===== src/rtl/xdr_pkg.sv =====
// Package: shared types and default constants for the decode router.
// Assumes: one vendor value is supported; architecture values form a
// contiguous range starting at the base value, one per decode engine.
package xdr_pkg;

    // Which identifier register a CSR access addresses.
    typedef enum logic {
        ID_VENDOR = 1'b0,
        ID_ARCH   = 1'b1
    } id_sel_e;

    localparam logic [31:0] DEF_VENDOR    = 32'h0000_0A5C;
    localparam logic [31:0] DEF_ARCH_BASE = 32'h8000_0010;
    localparam logic [6:0]  DEF_SHARED_OPC = 7'h2B;

endpackage


===== src/rtl/xdr_idreg.sv =====
// Module: write-any-read-legal identifier register pair.
// Keeps the vendor and architecture identifiers, accepts a write only if
// the resulting pair is supported, and derives the engine index from the
// architecture value. Assumes NUM_ENG >= 2.
module xdr_idreg
    import xdr_pkg::*;
#(
    parameter int          NUM_ENG   = 4,
    parameter logic [31:0] VENDOR    = DEF_VENDOR,
    parameter logic [31:0] ARCH_BASE = DEF_ARCH_BASE,
    localparam int         ENG_W     = $clog2(NUM_ENG)
) (
    input  logic             clk,
    input  logic             rst_n,
    input  logic             wr_en,
    input  id_sel_e          wr_sel,
    input  logic [31:0]      wr_data,
    input  id_sel_e          rd_sel,
    output logic [31:0]      rd_data,
    output logic [ENG_W-1:0] eng_sel
);

    logic [31:0] vendor_q;
    logic [31:0] arch_q;
    logic [31:0] wr_off;
    logic [31:0] cur_off;
    logic        arch_ok;
    logic        vend_ok;
    logic        unused_off_hi;

    // Legality of the value presented for each register.
    assign wr_off  = wr_data - ARCH_BASE;
    assign arch_ok = (wr_off < 32'(NUM_ENG));
    assign vend_ok = (wr_data == VENDOR);

    // Identifier storage: reset to the base pair, keep old value on illegal write.
    always_ff @(posedge clk) begin
        if (!rst_n) begin
            vendor_q <= VENDOR;
            arch_q   <= ARCH_BASE;
        end else if (wr_en) begin
            if (wr_sel == ID_VENDOR && vend_ok) vendor_q <= wr_data;
            if (wr_sel == ID_ARCH   && arch_ok) arch_q   <= wr_data;
        end
    end

    // Read port returns the legal value in effect.
    assign rd_data = (rd_sel == ID_ARCH) ? arch_q : vendor_q;

    // Engine index for the shared encoding.
    assign cur_off       = arch_q - ARCH_BASE;
    assign eng_sel       = cur_off[ENG_W-1:0];
    assign unused_off_hi = ^cur_off[31:ENG_W];

    // a rejected architecture write leaves the register unchanged.
    a_r3_arch_hold: assert property (@(posedge clk) disable iff (!rst_n)
        (wr_en && wr_sel == ID_ARCH && !arch_ok) |=> $stable(arch_q));

    // a rejected vendor write leaves the register unchanged.
    a_r3_vendor_hold: assert property (@(posedge clk) disable iff (!rst_n)
        (wr_en && wr_sel == ID_VENDOR && !vend_ok) |=> $stable(vendor_q));

    // an accepted architecture write is what is read back.
    a_r2_accept: assert property (@(posedge clk) disable iff (!rst_n)
        (wr_en && wr_sel == ID_ARCH && arch_ok) |=> (arch_q == $past(wr_data)));

    // the value in effect is always inside the supported range.
    a_r3_in_range: assert property (@(posedge clk) disable iff (!rst_n)
        (cur_off < 32'(NUM_ENG)));

endmodule


===== src/rtl/xdr_stall.sv =====
// Module: switch stall window.
// Loads STALL_CYC on every identifier write and counts down to zero;
// stall is requested while the count is non-zero. Assumes STALL_CYC >= 1.
module xdr_stall #(
    parameter int  STALL_CYC = 3,
    localparam int CNT_W     = $clog2(STALL_CYC + 1)
) (
    input  logic clk,
    input  logic rst_n,
    input  logic wr_en,
    output logic stall
);

    logic [CNT_W-1:0] cnt_q;

    // Down-counter that restarts on every write.
    always_ff @(posedge clk) begin
        if (!rst_n)
            cnt_q <= '0;
        else if (wr_en)
            cnt_q <= CNT_W'(STALL_CYC);
        else if (cnt_q != '0)
            cnt_q <= cnt_q - 1'b1;
    end

    assign stall = (cnt_q != '0);

    // any write (including one during a stall) reloads the full window.
    a_r8_restart: assert property (@(posedge clk) disable iff (!rst_n)
        wr_en |=> (cnt_q == CNT_W'(STALL_CYC)));

    // without a write the window shrinks by one each cycle.
    a_r7_countdown: assert property (@(posedge clk) disable iff (!rst_n)
        (!wr_en && cnt_q != '0) |=> (cnt_q == $past(cnt_q) - 1'b1));

endmodule


===== src/rtl/xdr_route.sv =====
// Module: mutually exclusive enable gating for the decode engines.
// Each engine enable is its opcode match ANDed with one select line.
// Engine 0 is the base decoder; engines 1..NUM_ENG-1 are extensions.
// Assumes eng_sel is always below NUM_ENG.
module xdr_route #(
    parameter int         NUM_ENG    = 4,
    parameter logic [6:0] SHARED_OPC = xdr_pkg::DEF_SHARED_OPC,
    localparam int        ENG_W      = $clog2(NUM_ENG)
) (
    input  logic               go,
    input  logic [6:0]         opcode,
    input  logic [ENG_W-1:0]   eng_sel,
    input  logic [NUM_ENG-2:0] ext_mask,
    output logic [NUM_ENG-1:0] dec_en,
    output logic               illegal
);

    logic               shared;
    logic [NUM_ENG-1:0] sel_hot;
    logic               ext_on;

    // Shared-region detection on the major opcode.
    assign shared = (opcode == SHARED_OPC);

    // One select wire per engine.
    for (genvar k = 0; k < NUM_ENG; k++) begin : g_sel
        assign sel_hot[k] = (eng_sel == ENG_W'(k));
    end

    // Base engine: everything outside the shared region, plus the shared
    // region when the base identifier is selected.
    assign dec_en[0] = go & (~shared | sel_hot[0]);

    // Extension engines: shared opcode AND select AND on/off mask.
    for (genvar k = 1; k < NUM_ENG; k++) begin : g_ext
        assign dec_en[k] = go & shared & sel_hot[k] & ext_mask[k-1];
    end

    // A selected extension that is masked off makes the encoding illegal.
    assign ext_on  = |(sel_hot[NUM_ENG-1:1] & ext_mask);
    assign illegal = go & shared & ~sel_hot[0] & ~ext_on;

endmodule


===== src/rtl/xdec_router.sv =====
// Module: top of the shared-encoding decode router.
// Connects the identifier registers, the stall window and the enable
// gating. Decoding is withheld while a switch stall is in progress.
// Assumes fetch holds its instruction while stall is high.
module xdec_router
    import xdr_pkg::*;
#(
    parameter int          NUM_EXT    = 3,
    parameter int          STALL_CYC  = 3,
    parameter logic [31:0] VENDOR     = DEF_VENDOR,
    parameter logic [31:0] ARCH_BASE  = DEF_ARCH_BASE,
    parameter logic [6:0]  SHARED_OPC = DEF_SHARED_OPC,
    localparam int         NUM_ENG    = NUM_EXT + 1,
    localparam int         ENG_W      = $clog2(NUM_ENG)
) (
    input  logic               clk,
    input  logic               rst_n,
    input  logic               csr_we,
    input  logic               csr_sel,
    input  logic [31:0]        csr_wdata,
    input  logic               csr_rsel,
    output logic [31:0]        csr_rdata,
    input  logic [NUM_EXT-1:0] ext_mask,
    input  logic               insn_valid,
    input  logic [31:0]        insn,
    output logic [NUM_ENG-1:0] dec_en,
    output logic               illegal,
    output logic               stall
);

    logic [ENG_W-1:0] eng_sel;
    logic             go;
    logic             unused_insn_hi;

    // Only the major opcode takes part in routing.
    assign unused_insn_hi = ^insn[31:7];

    // Identifier register pair.
    xdr_idreg #(
        .NUM_ENG  (NUM_ENG),
        .VENDOR   (VENDOR),
        .ARCH_BASE(ARCH_BASE)
    ) u_idreg (
        .clk    (clk),
        .rst_n  (rst_n),
        .wr_en  (csr_we),
        .wr_sel (id_sel_e'(csr_sel)),
        .wr_data(csr_wdata),
        .rd_sel (id_sel_e'(csr_rsel)),
        .rd_data(csr_rdata),
        .eng_sel(eng_sel)
    );

    // Stall window after each identifier write.
    xdr_stall #(
        .STALL_CYC(STALL_CYC)
    ) u_stall (
        .clk  (clk),
        .rst_n(rst_n),
        .wr_en(csr_we),
        .stall(stall)
    );

    // Decode proceeds only for a valid instruction outside a stall.
    assign go = insn_valid & ~stall;

    // Enable gating.
    xdr_route #(
        .NUM_ENG   (NUM_ENG),
        .SHARED_OPC(SHARED_OPC)
    ) u_route (
        .go      (go),
        .opcode  (insn[6:0]),
        .eng_sel (eng_sel),
        .ext_mask(ext_mask),
        .dec_en  (dec_en),
        .illegal (illegal)
    );

    // at most one engine is enabled.
    a_r4_onehot0: assert property (@(posedge clk) disable iff (!rst_n)
        $onehot0(dec_en));

    // an illegal instruction reaches no engine.
    a_r6_exclusive: assert property (@(posedge clk) disable iff (!rst_n)
        illegal |-> (dec_en == '0));

    // nothing is decoded while the stall is requested.
    a_r7_quiet: assert property (@(posedge clk) disable iff (!rst_n)
        stall |-> (dec_en == '0 && !illegal));

    // no valid instruction, no enable and no flag.
    a_r9_idle: assert property (@(posedge clk) disable iff (!rst_n)
        !insn_valid |-> (dec_en == '0 && !illegal));

    // non-shared encodings always go to the base engine.
    a_r5_base: assert property (@(posedge clk) disable iff (!rst_n)
        (insn_valid && !stall && insn[6:0] != SHARED_OPC) |-> (dec_en == NUM_ENG'(1)));

endmodule


===== config.mk =====
export PLATFORM = sky130hd
export DESIGN_NAME = xdec_router
export DESIGN_NICKNAME = d
export VERILOG_FILES = /design/src/rtl/xdr_pkg.sv /design/src/rtl/xdr_idreg.sv /design/src/rtl/xdr_stall.sv /design/src/rtl/xdr_route.sv /design/src/rtl/xdec_router.sv
export SDC_FILE = /design/constraint.sdc
export NUM_CORES = 1
export LEC_CHECK = 0
export ABC_AREA = 1
export CORE_MARGIN = 3
export CORE_UTILIZATION = 35
export CTS_CLUSTER_DIAMETER = 200
export DETAILED_ROUTE_END_ITERATION = 7
export SYNTH_ARGS = -nofsm -noshare
export SYNTH_HDL_FRONTEND = slang
export SYNTH_SLANG_ARGS = --single-unit

===== constraint.sdc =====
create_clock -name clk -period 2.11 [get_ports clk]
set_clock_uncertainty 0.05 [all_clocks]
set_input_delay 0.422 -clock clk [delete_from_list [all_inputs] [get_ports clk]]
set_output_delay 0.422 -clock clk [all_outputs]
set_load 0.005 [all_outputs]

After elaboration in Yosys (flattened, before gate mapping) --
Cells that the tools add are included.
Cells by class: magnitude comparators 1, equality and inequality tests 5, reduce and logical (&&, ||, !) cells 8, $add $sub $neg 3, muxes and demuxes 3, bitwise logic cells 18
Operators by type and width (number):
- $eq A32 B12 Y1 const B | 1
- $lt A32 B3 Y1 const B | 1
- $mux W32 | 1
- $sub A32 B32 Y32 const B | 1
- $and A1 B1 Y1 | 11
- $eq A7 B6 Y1 const B | 1
- $not A1 Y1 | 5
- $eq A2 B2 Y1 const B | 2
- $mux W2 | 2
- $reduce_and A2 Y1 | 2
- $reduce_bool A2 Y1 | 2
- $sub A2 B1 Y2 const B | 2
- $and A3 B3 Y3 | 1
- $reduce_or A3 Y1 | 1
- $eq A2 B1 Y1 const B | 1
- $logic_and A1 B1 Y1 | 2
- $logic_not A2 Y1 | 1
- $or A1 B1 Y1 | 1
Storage, ports and cells: register bits 66, input bits 73

Depth between registers and ports, before layout --
Gate-level depths: netlist of the first run.
depth after elaboration 6, depth in mapped cells 14

Hierarchy --
Synthesis of the first run repeated with hierarchy kept, for this count alone.
Unflattened totals: cells, all modules 462, area, all modules 3274.4 µm²
By module, submodules not included:
- xdr_idreg | times used 1, sequential area each 1281.2 µm², cells an instance 419, area each 3049.2 µm²
- xdr_stall | times used 1, sequential area each 40.0 µm², cells an instance 18, area each 112.6 µm²
- xdr_route | times used 1, sequential area each 0.0 µm², cells an instance 23, area each 102.6 µm²
- xdec_router | times used 1, sequential area each 0.0 µm², cells an instance 2, area each 10.0 µm²

Worst setup path before layout of the first run --
No wires, ideal clock.
kind input port to flip-flop, from input port csr_wdata[6], to register u_idreg.arch_q[14], buffers on the path 1, arrival 1625 ps, data required time 1950 ps, setup time 110 ps, stages on the path 13, path slack 325 ps, cells stage by stage nor2_2 -> nand2_2 -> nor2_2 -> nand3_2 -> nand2_1 -> nand2_1 -> nor2_1 -> nand2_1 -> nor2_2 -> nand3_4 -> buf_6 -> nand3_1 -> inv_1
On the way: longest elaborated chain between the ends 4
Ends and longest elaborated chain:
- start: declaration | RTL line xdec_router.sv:20 | input logic [31:0] csr_wdata,
- $sub A32 B32 Y32 | RTL line xdr_idreg.sv:32 | assign wr_off = wr_data - ARCH_BASE;
- $lt A32 B3 Y1 | RTL line xdr_idreg.sv:33 | assign arch_ok = (wr_off < 32'(NUM_ENG));
- $logic_and A1 B1 Y1 | RTL line xdr_idreg.sv:43 | if (wr_sel == ID_ARCH && arch_ok) arch_q <= wr_data;
- $reduce_and A2 Y1 (no source line)
- end signal: assignment | RTL line xdr_idreg.sv:43
- end: declaration | RTL line xdr_idreg.sv:24 | logic [31:0] arch_q;
Every way passes these cells. A chain may end at the register's enable or synchronous reset.

Worst setup path after layout of the first run --
from input port csr_wdata[16], to register u_idreg.arch_q[19]
The elaborated chain is that of the path after synthesis.

==> results.sh, run 1 <==
export IMPL_utilization=0.567
export IMPL_vias=3206
export IMPL_synth_top_area_frac=0.413
export IMPL_n_antenna_cell=0
export IMPL_layout_nets=637
export IMPL_grt_antenna_before_repair=0
export IMPL_grt_pass1_wl_mm=14.3
export IMPL_die_w_um=102
export IMPL_drc=0
export IMPL_synthCells=432
export IMPL_grt_ovfl_total=0
export IMPL_cap_violations=0
export IMPL_io_pins=111
export IMPL_regArea_um2=1320
export IMPL_cts_buffer_depth=2
export IMPL_syn_area_per_cell_um2=7.40
export IMPL_grtUsageTotal=0.173
export IMPL_grt_pass1_vias=3087
export IMPL_pre_cts_slack_ns=-0.591
export IMPL_hold_buffers=0
export IMPL_yosysTopAreaCell="dfxtp_1"
export IMPL_drtAntennaViolNets=0
export IMPL_r2r_start="u_stall.cnt_q[0]"
export IMPL_synth_cell_type_count=30
export IMPL_fillers=827
export IMPL_synth_seq_area_share=0.413
export IMPL_p_leak_nw=2.62
export IMPL_reg2reg_slack_ns=0.91
export IMPL_cts_tree="done"
export IMPL_rsz0062_at_grt="yes"
export IMPL_clock_sinks=66
export IMPL_yosys_warnings=0
export IMPL_power_density_nw_per_um2=551
export IMPL_hold_path_class="register to register"
export IMPL_vdd_drop_max_v=0.000487
export IMPL_crit_fanout=11
export IMPL_worst_slew_pin_slew_ns=0.418
export IMPL_drtIter0Drc=109
export IMPL_cts_buffers=9
export IMPL_port_buffers=85
export IMPL_htree_levels=3
export IMPL_wl_per_cell_um=13.4
export IMPL_finalCriticalPeriod_ns=2.05
export IMPL_synth_edff_count=0
export IMPL_clockRootBuffer="clkbuf_8"
export IMPL_num_rows=34
export IMPL_fmax_ghz=0.488
export IMPL_start_util=0.363
export IMPL_synth_area_leaders="dfxtp_1 41%, inv_1 10%, nand3_1 9.7%, mux2_2 8.1%, nand2_1 6.8%"
export IMPL_cp_end_kind="register"
export IMPL_worstReg2RegEnd="u_stall.cnt_q[1]"
export IMPL_place_gp_congestion=0.867
export IMPL_finalHoldViolCount=0
export IMPL_setup_viol=0
export IMPL_start_kind="input port"
export IMPL_async_reset_ff_frac=0
export IMPL_r2r_cells=5
export IMPL_dpl_cell_count=641
export IMPL_multi_input_area_um2=1650
export IMPL_startpoint="csr_wdata[16]"
export IMPL_drv_slew=0
export IMPL_finalCritPeriodShare=0.972
export IMPL_stdcell_count=676
export IMPL_dp_hpwl_mm=6.18
export IMPL_ys_flop_type="dfxtp_1"
export IMPL_critPathArrivalTime_ns=2.24
export IMPL_drive_gt1_frac=0.329
export IMPL_synth_nets=506
export IMPL_fp_dieH_um=102
export IMPL_dr_pass1_iters=5
export IMPL_relSlewSlack=0.722
export IMPL_via_per_inst=4.74
export IMPL_wirelength_mm=9.05
export IMPL_netlist_area_um2=3200
export IMPL_status="completed"
export IMPL_worst_setup_path_type="input port to register"
export IMPL_clock_latency_ns=0.33
export IMPL_setup_slack_ns=0.0593
export IMPL_grt_max_degree=33
export IMPL_synth_seq_cells=66
export IMPL_required_ns=2.30
export IMPL_area_growth_pct=56.4
export IMPL_core_area_um2=8810
export IMPL_crit_end="u_idreg.arch_q[19]"
export IMPL_timing_hold_ws_ns=0.391
export IMPL_die_area_um2=10300
export IMPL_clk_pin_slew_ns=0.07
## layout make-up
| cell class | count | share of cell area |
|---|---|---|
| flip-flops and latches | 66 | 0.265 |
| well taps | 108 | 0.0270 |
| clock inverters | 6 | 0.0180 |
| multi-input cells | 263 | 0.330 |
| repair buffers | 138 | 0.268 |
| clock buffers | 10 | 0.0275 |
| inverters | 85 | 0.0638 |
## cells by family after synthesis
family / after synthesis / synth area share
xor gates and xnor gates: 2 / 0.00548
buffers and inverters: 103 / 0.129
DFF: 66 / 0.413
muxes: 23 / 0.0810
and+or+nand+nor: 218 / 0.335
AOI/OAI and AO/OA: 19 / 0.0317
adders and majority gates: 1 / 0.00391
## cell usage in the layout, fill, tap and decap left out, types with 2 or more instances in the layout
cell type | Yosys | layout
inv_1 | 85 | 83
dfxtp_1 | 66 | 65
nand3_1 | 62 | 59
nand2_1 | 58 | 49
clkdlybuf4s50_1 | 0 | 39
buf_4 | 0 | 39
nor2_2 | 5 | 28
nor2_1 | 56 | 24
mux2_2 | 23 | 23
nand3_2 | 13 | 16
clkbuf_2 | 0 | 12
nor2_4 | 2 | 11
dlymetal6s2s_1 | 0 | 11
o21ai_0 | 12 | 10
nand2_2 | 2 | 10
clkbuf_8 | 0 | 10
dlygate4sd2_1 | 0 | 10
nand4_1 | 9 | 9
buf_12 | 0 | 8
buf_2 | 3 | 6
clkdlybuf4s15_1 | 0 | 5
a21oi_1 | 4 | 4
buf_6 | 3 | 4
o21ai_1 | 1 | 3
nor3_1 | 4 | 3
inv_2 | 0 | 2
bufinv_16 | 0 | 2
clkinv_4 | 0 | 2
buf_16 | 0 | 2
## synthesized netlist by cell type, types with 5 or more instances
cell type  instances
inv_1             85
nor2_2             5
nand4_1            9
nand3_1           62
dfxtp_1           66
clkbuf_1           8
mux2_2            23
nand2_1           58
nor2_1            56
nand3_2           13
o21ai_0           12
## power breakdown
group | switching [W] | internal [W] | leakage, nW | total (W)
Combinational | 0.000163 | 0.000160 | 1.98 | 0.000323
Clock | 0.000482 | 0.000699 | 0.112 | 0.00118
Sequential | 0.00000156 | 0.00125 | 0.533 | 0.00125
## layer usage
metal / global-route usage / routed length, µm / part of all wire / vias up
met3: 0.0468 / 558 / 0.062 / 8
met4: 0.0542 / 93 / 0.010 / 0
met2: 0.283 / 4280 / 0.47 / 88
li1: - / - / - / 1622
met1: 0.222 / 4120 / 0.46 / 1488
met5: 0 / 0 / 0 / -
## per-stage QoR
| stage | area, µm² | TNS, ns | total power (W) |
|---|---|---|---|
| 5_1_grt | 5000 | -0.369 | 0.00288 |
| 4_1_cts | 4790 | -0.0538 | 0.00277 |
| 3_5_place_dp | 4410 | -19.22 | 0.00159 |
| 2_1_floorplan | 3200 | 0 | 0.00139 |
| 3_3_place_gp | 4410 | -19.96 | 0.00159 |
| 6_report | 5000 | 0 | 0.00275 |
## sequential cells by signal (all words and copies together) (netlist names)
register and count:
u_idreg.arch_q 32, u_idreg.vendor_q 32, u_stall.cnt_q 2
## how the worst min path moves through the flow
stage	start	slack [ns]	depth (start not counted)	to
after floorplan	u_idreg.vendor_q[11]	0.36	2	u_idreg.vendor_q[11]
after global placement	u_idreg.vendor_q[9]	0.37	2	u_idreg.vendor_q[9]
after detailed placement	u_idreg.vendor_q[11]	0.38	2	u_idreg.vendor_q[11]
after CTS	u_idreg.vendor_q[11]	0.39	2	u_idreg.vendor_q[11]
after global routing	u_idreg.vendor_q[6]	0.41	2	u_idreg.vendor_q[6]
final	u_idreg.arch_q[27]	0.39	2	u_idreg.arch_q[27]
## critical path, cell delays in order
cell           delay [ns]
dlygate4sd2_1        0.27
nor2_2               0.14
nand2_2              0.10
nor2_2               0.12
nand3_2              0.14
nand2_1              0.10
nand2_1              0.05
nor2_1               0.10
nand2_1              0.10
nor2_4               0.15
nand3_4              0.14
buf_12               0.17
buf_16               0.14
nand3_1              0.06
inv_1                0.04
## repair_timing
item | 4_1_cts | 5_1_grt
gates resized for setup | 79 | 79
pin swaps | 16 | 43
cloned | 2 | 1
setup endpoints to repair | 38 | 42
setup buffers | 8 | 8
Power figures use the tool's default switching activity.
==> inputs of run 2 (changes only) <==
--- a/config.mk
+++ b/config.mk
@@ -7,9 +7,11 @@
 export LEC_CHECK = 0
 export ABC_AREA = 1
 export CORE_MARGIN = 3
-export CORE_UTILIZATION = 35
+export CORE_UTILIZATION = 45
 export CTS_CLUSTER_DIAMETER = 200
 export DETAILED_ROUTE_END_ITERATION = 7
+export HOLD_SLACK_MARGIN = 0.15
+export PLACE_DENSITY = 0.8
 export SYNTH_ARGS = -nofsm -noshare
 export SYNTH_HDL_FRONTEND = slang
 export SYNTH_SLANG_ARGS = --single-unit
==> run 2 against run 1 <==
  * Sequential cell count is the same
  * Sequential share of layout area shrank 1.1 points
  * Non-clock buffer count grew 12
  * Sequential power is essentially flat
  * Die area shrank 21%
  * Register-to-register slack gained 0.04 ns
  * Cell count is the same
==> results.sh, run 2 (synthesis results as in run 1) <==
export IMPL_setup_viol=0
export IMPL_crit_cells=14
export IMPL_finalCriticalPeriod_ns=2.09
export IMPL_required_ns=2.31
export IMPL_max_stage_delay_ns=0.26
export IMPL_vdd_drop_max_v=0.000501
export IMPL_num_rows=30
export IMPL_fmax_ghz=0.479
export IMPL_via_per_inst=4.98
export IMPL_wirelength_mm=10.2
export IMPL_vias=3364
export IMPL_grt_ovfl_total=0
export IMPL_fillers=483
export IMPL_power_density_nw_per_um2=579
export IMPL_drtAntennaViolNets=0
export IMPL_r2r_cells=5
export IMPL_layout_common_cells="79 x inv_1, 64 x dfxtp_1, 51 x nand3_1, 50 x buf_4, 45 x nand2_1"
export IMPL_clk_pin_slew_ns=0.07
export IMPL_crit_path_top_delay_cell="clkdlybuf4s15_1"
export IMPL_cp_end_kind="register"
export IMPL_die_w_um=90.3
export IMPL_holdPathStages=2
export IMPL_clockRootBuffer="clkbuf_8"
export IMPL_n_antenna_cell=0
export IMPL_grt_pass1_wl_mm=16.4
export IMPL_dp_hpwl_mm=6.32
export IMPL_grt_antenna_before_repair=0
export IMPL_htree_levels=3
export IMPL_area_growth_pct=63.3
export IMPL_core_area_um2=6830
export IMPL_critPathArrivalTime_ns=2.29
export IMPL_cts_tree="done"
export IMPL_drv_slew=0
export IMPL_pre_cts_slack_ns=-0.698
export IMPL_finalCritPeriodShare=0.990
export IMPL_crit_fanout=8
export IMPL_fp_dieH_um=90.3
export IMPL_relSlewSlack=0.722
export IMPL_grt_max_degree=49
export IMPL_drc=0
export IMPL_crit_family="simple AND/OR/NAND/NOR gates"
export IMPL_timing_hold_ws_ns=0.390
export IMPL_worst_path_buf_inv=5
export IMPL_drive_gt1_frac=0.391
export IMPL_placed_cell_area_um2=4390
export IMPL_place_gp_congestion=1.01
export IMPL_p_leak_nw=2.80
export IMPL_port_buffers=85
export IMPL_cap_violations=0
export IMPL_crit_chain="clkdlybuf4s15_1, nor2_2, nand2_1, nor2_2, nand3_2, o21ai_1, o21ai_0, nor2_1, nand3_4, buf_12, buf_12, buf_16, nand3_2, inv_2"
export IMPL_cts_buffers=9
export IMPL_finalHoldViolCount=0
export IMPL_io_pins=111
export IMPL_dr_pass1_iters=5
export IMPL_start_kind="input port"
export IMPL_setup_slack_ns=0.0202
export IMPL_die_area_um2=8150
export IMPL_start_util=0.468
export IMPL_worst_setup_path_type="input port to register"
export IMPL_layout_nets=649
export IMPL_cts_buffer_depth=2
export IMPL_grt_pass1_vias=3444
export IMPL_status="completed"
export IMPL_grtUsageTotal=0.249
export IMPL_worst_slew_pin_slew_ns=0.418
export IMPL_stdcell_area_um2=5220
export IMPL_final_common_cell="inv_1"
export IMPL_clock_sinks=66
export IMPL_hold_path_class="register to register"
export IMPL_drtIter0Drc=128
export IMPL_clock_latency_ns=0.34
export IMPL_wl_per_cell_um=15.1
export IMPL_reg_top3="u_idreg.arch_q: 32 flops, u_idreg.vendor_q: 32 flops, u_stall.cnt_q: 2 flops"
-- run 2: cell count changes in the layout (fill, tap and decap cells not counted), moves of 5 or more --
| cell | change |
|---|---|
| buf_2 | +6 |
| buf_4 | +11 |
| clkdlybuf4s50_1 | -6 |
| nand3_1 | -8 |
| nand3_2 | +8 |
| nor2_2 | -5 |
| nor2_4 | +6 |
| o21ai_0 | -5 |
-- run 2: what timing repair did --
item	in CTS	in global routing
endpoints found under the hold margin	0	0
hold buffers	0	0
gates cloned	5	0
pin swaps	38	50
endpoints found under the setup margin	69	61
setup buffers	18	7
resized for setup	138	89
-- run 2: stage by stage --
stage               TNS [ns]   util  power [W]  std cells
detailed placement    -30.07  0.643    0.00158        630
global route          -0.933  0.764    0.00312        676
global placement      -29.05  0.643    0.00158        630
CTS                 -0.00551  0.733    0.00299        669
floorplan                  0      -    0.00139        432
finish                     0  0.764    0.00302        676
-- run 2: metal layers --
metal	wire length (µm)	vias up	GRT usage	part of all wire
li1	-	1648	-	-
met1	4020	1570	0.297	0.39
met2	5270	115	0.436	0.52
met3	579	31	0.0558	0.057
met4	312	0	0.0931	0.031
met5	0	-	0	0
-- run 2: final timing paths --
path	startpoint	end	slack, ns
setup / recovery	csr_wdata[19]	u_idreg.arch_q[25]	0.02
hold / removal	u_idreg.vendor_q[4]	u_idreg.vendor_q[4]	0.39
setup reg to reg	u_stall.cnt_q[0]	u_stall.cnt_q[1]	0.95
hold reg to reg	u_idreg.vendor_q[4]	u_idreg.vendor_q[4]	0.39
-- run 2: where the power goes --
part           internal [W]  leakage, nW  switching, W
clock network      0.000911        0.131      0.000509
logic              0.000175         2.14      0.000176
registers           0.00125        0.533    0.00000143
total               0.00233         2.80      0.000686
-- run 2: cell type report --
| class | count | area (µm²) | share of cell area |
|---|---|---|---|
| multi-input cells | 263 | 1740 | 0.334 |
| repair buffers | 150 | 1450 | 0.277 |
| clock buffers | 10 | 128 | 0.0245 |
| flip-flops and latches | 66 | 1320 | 0.254 |
| clock inverters | 6 | 138 | 0.0264 |
| well taps | 96 | 120 | 0.0230 |
| inverters | 85 | 319 | 0.0612 |
-- run 2: worst register-to-register path, stage by stage (launching register included) --
cell and delay (ns):
dfxtp_1 0.34, inv_1 0.07, ha_2 0.31, o21ai_0 0.08, o21ai_0 0.16, inv_1 0.05
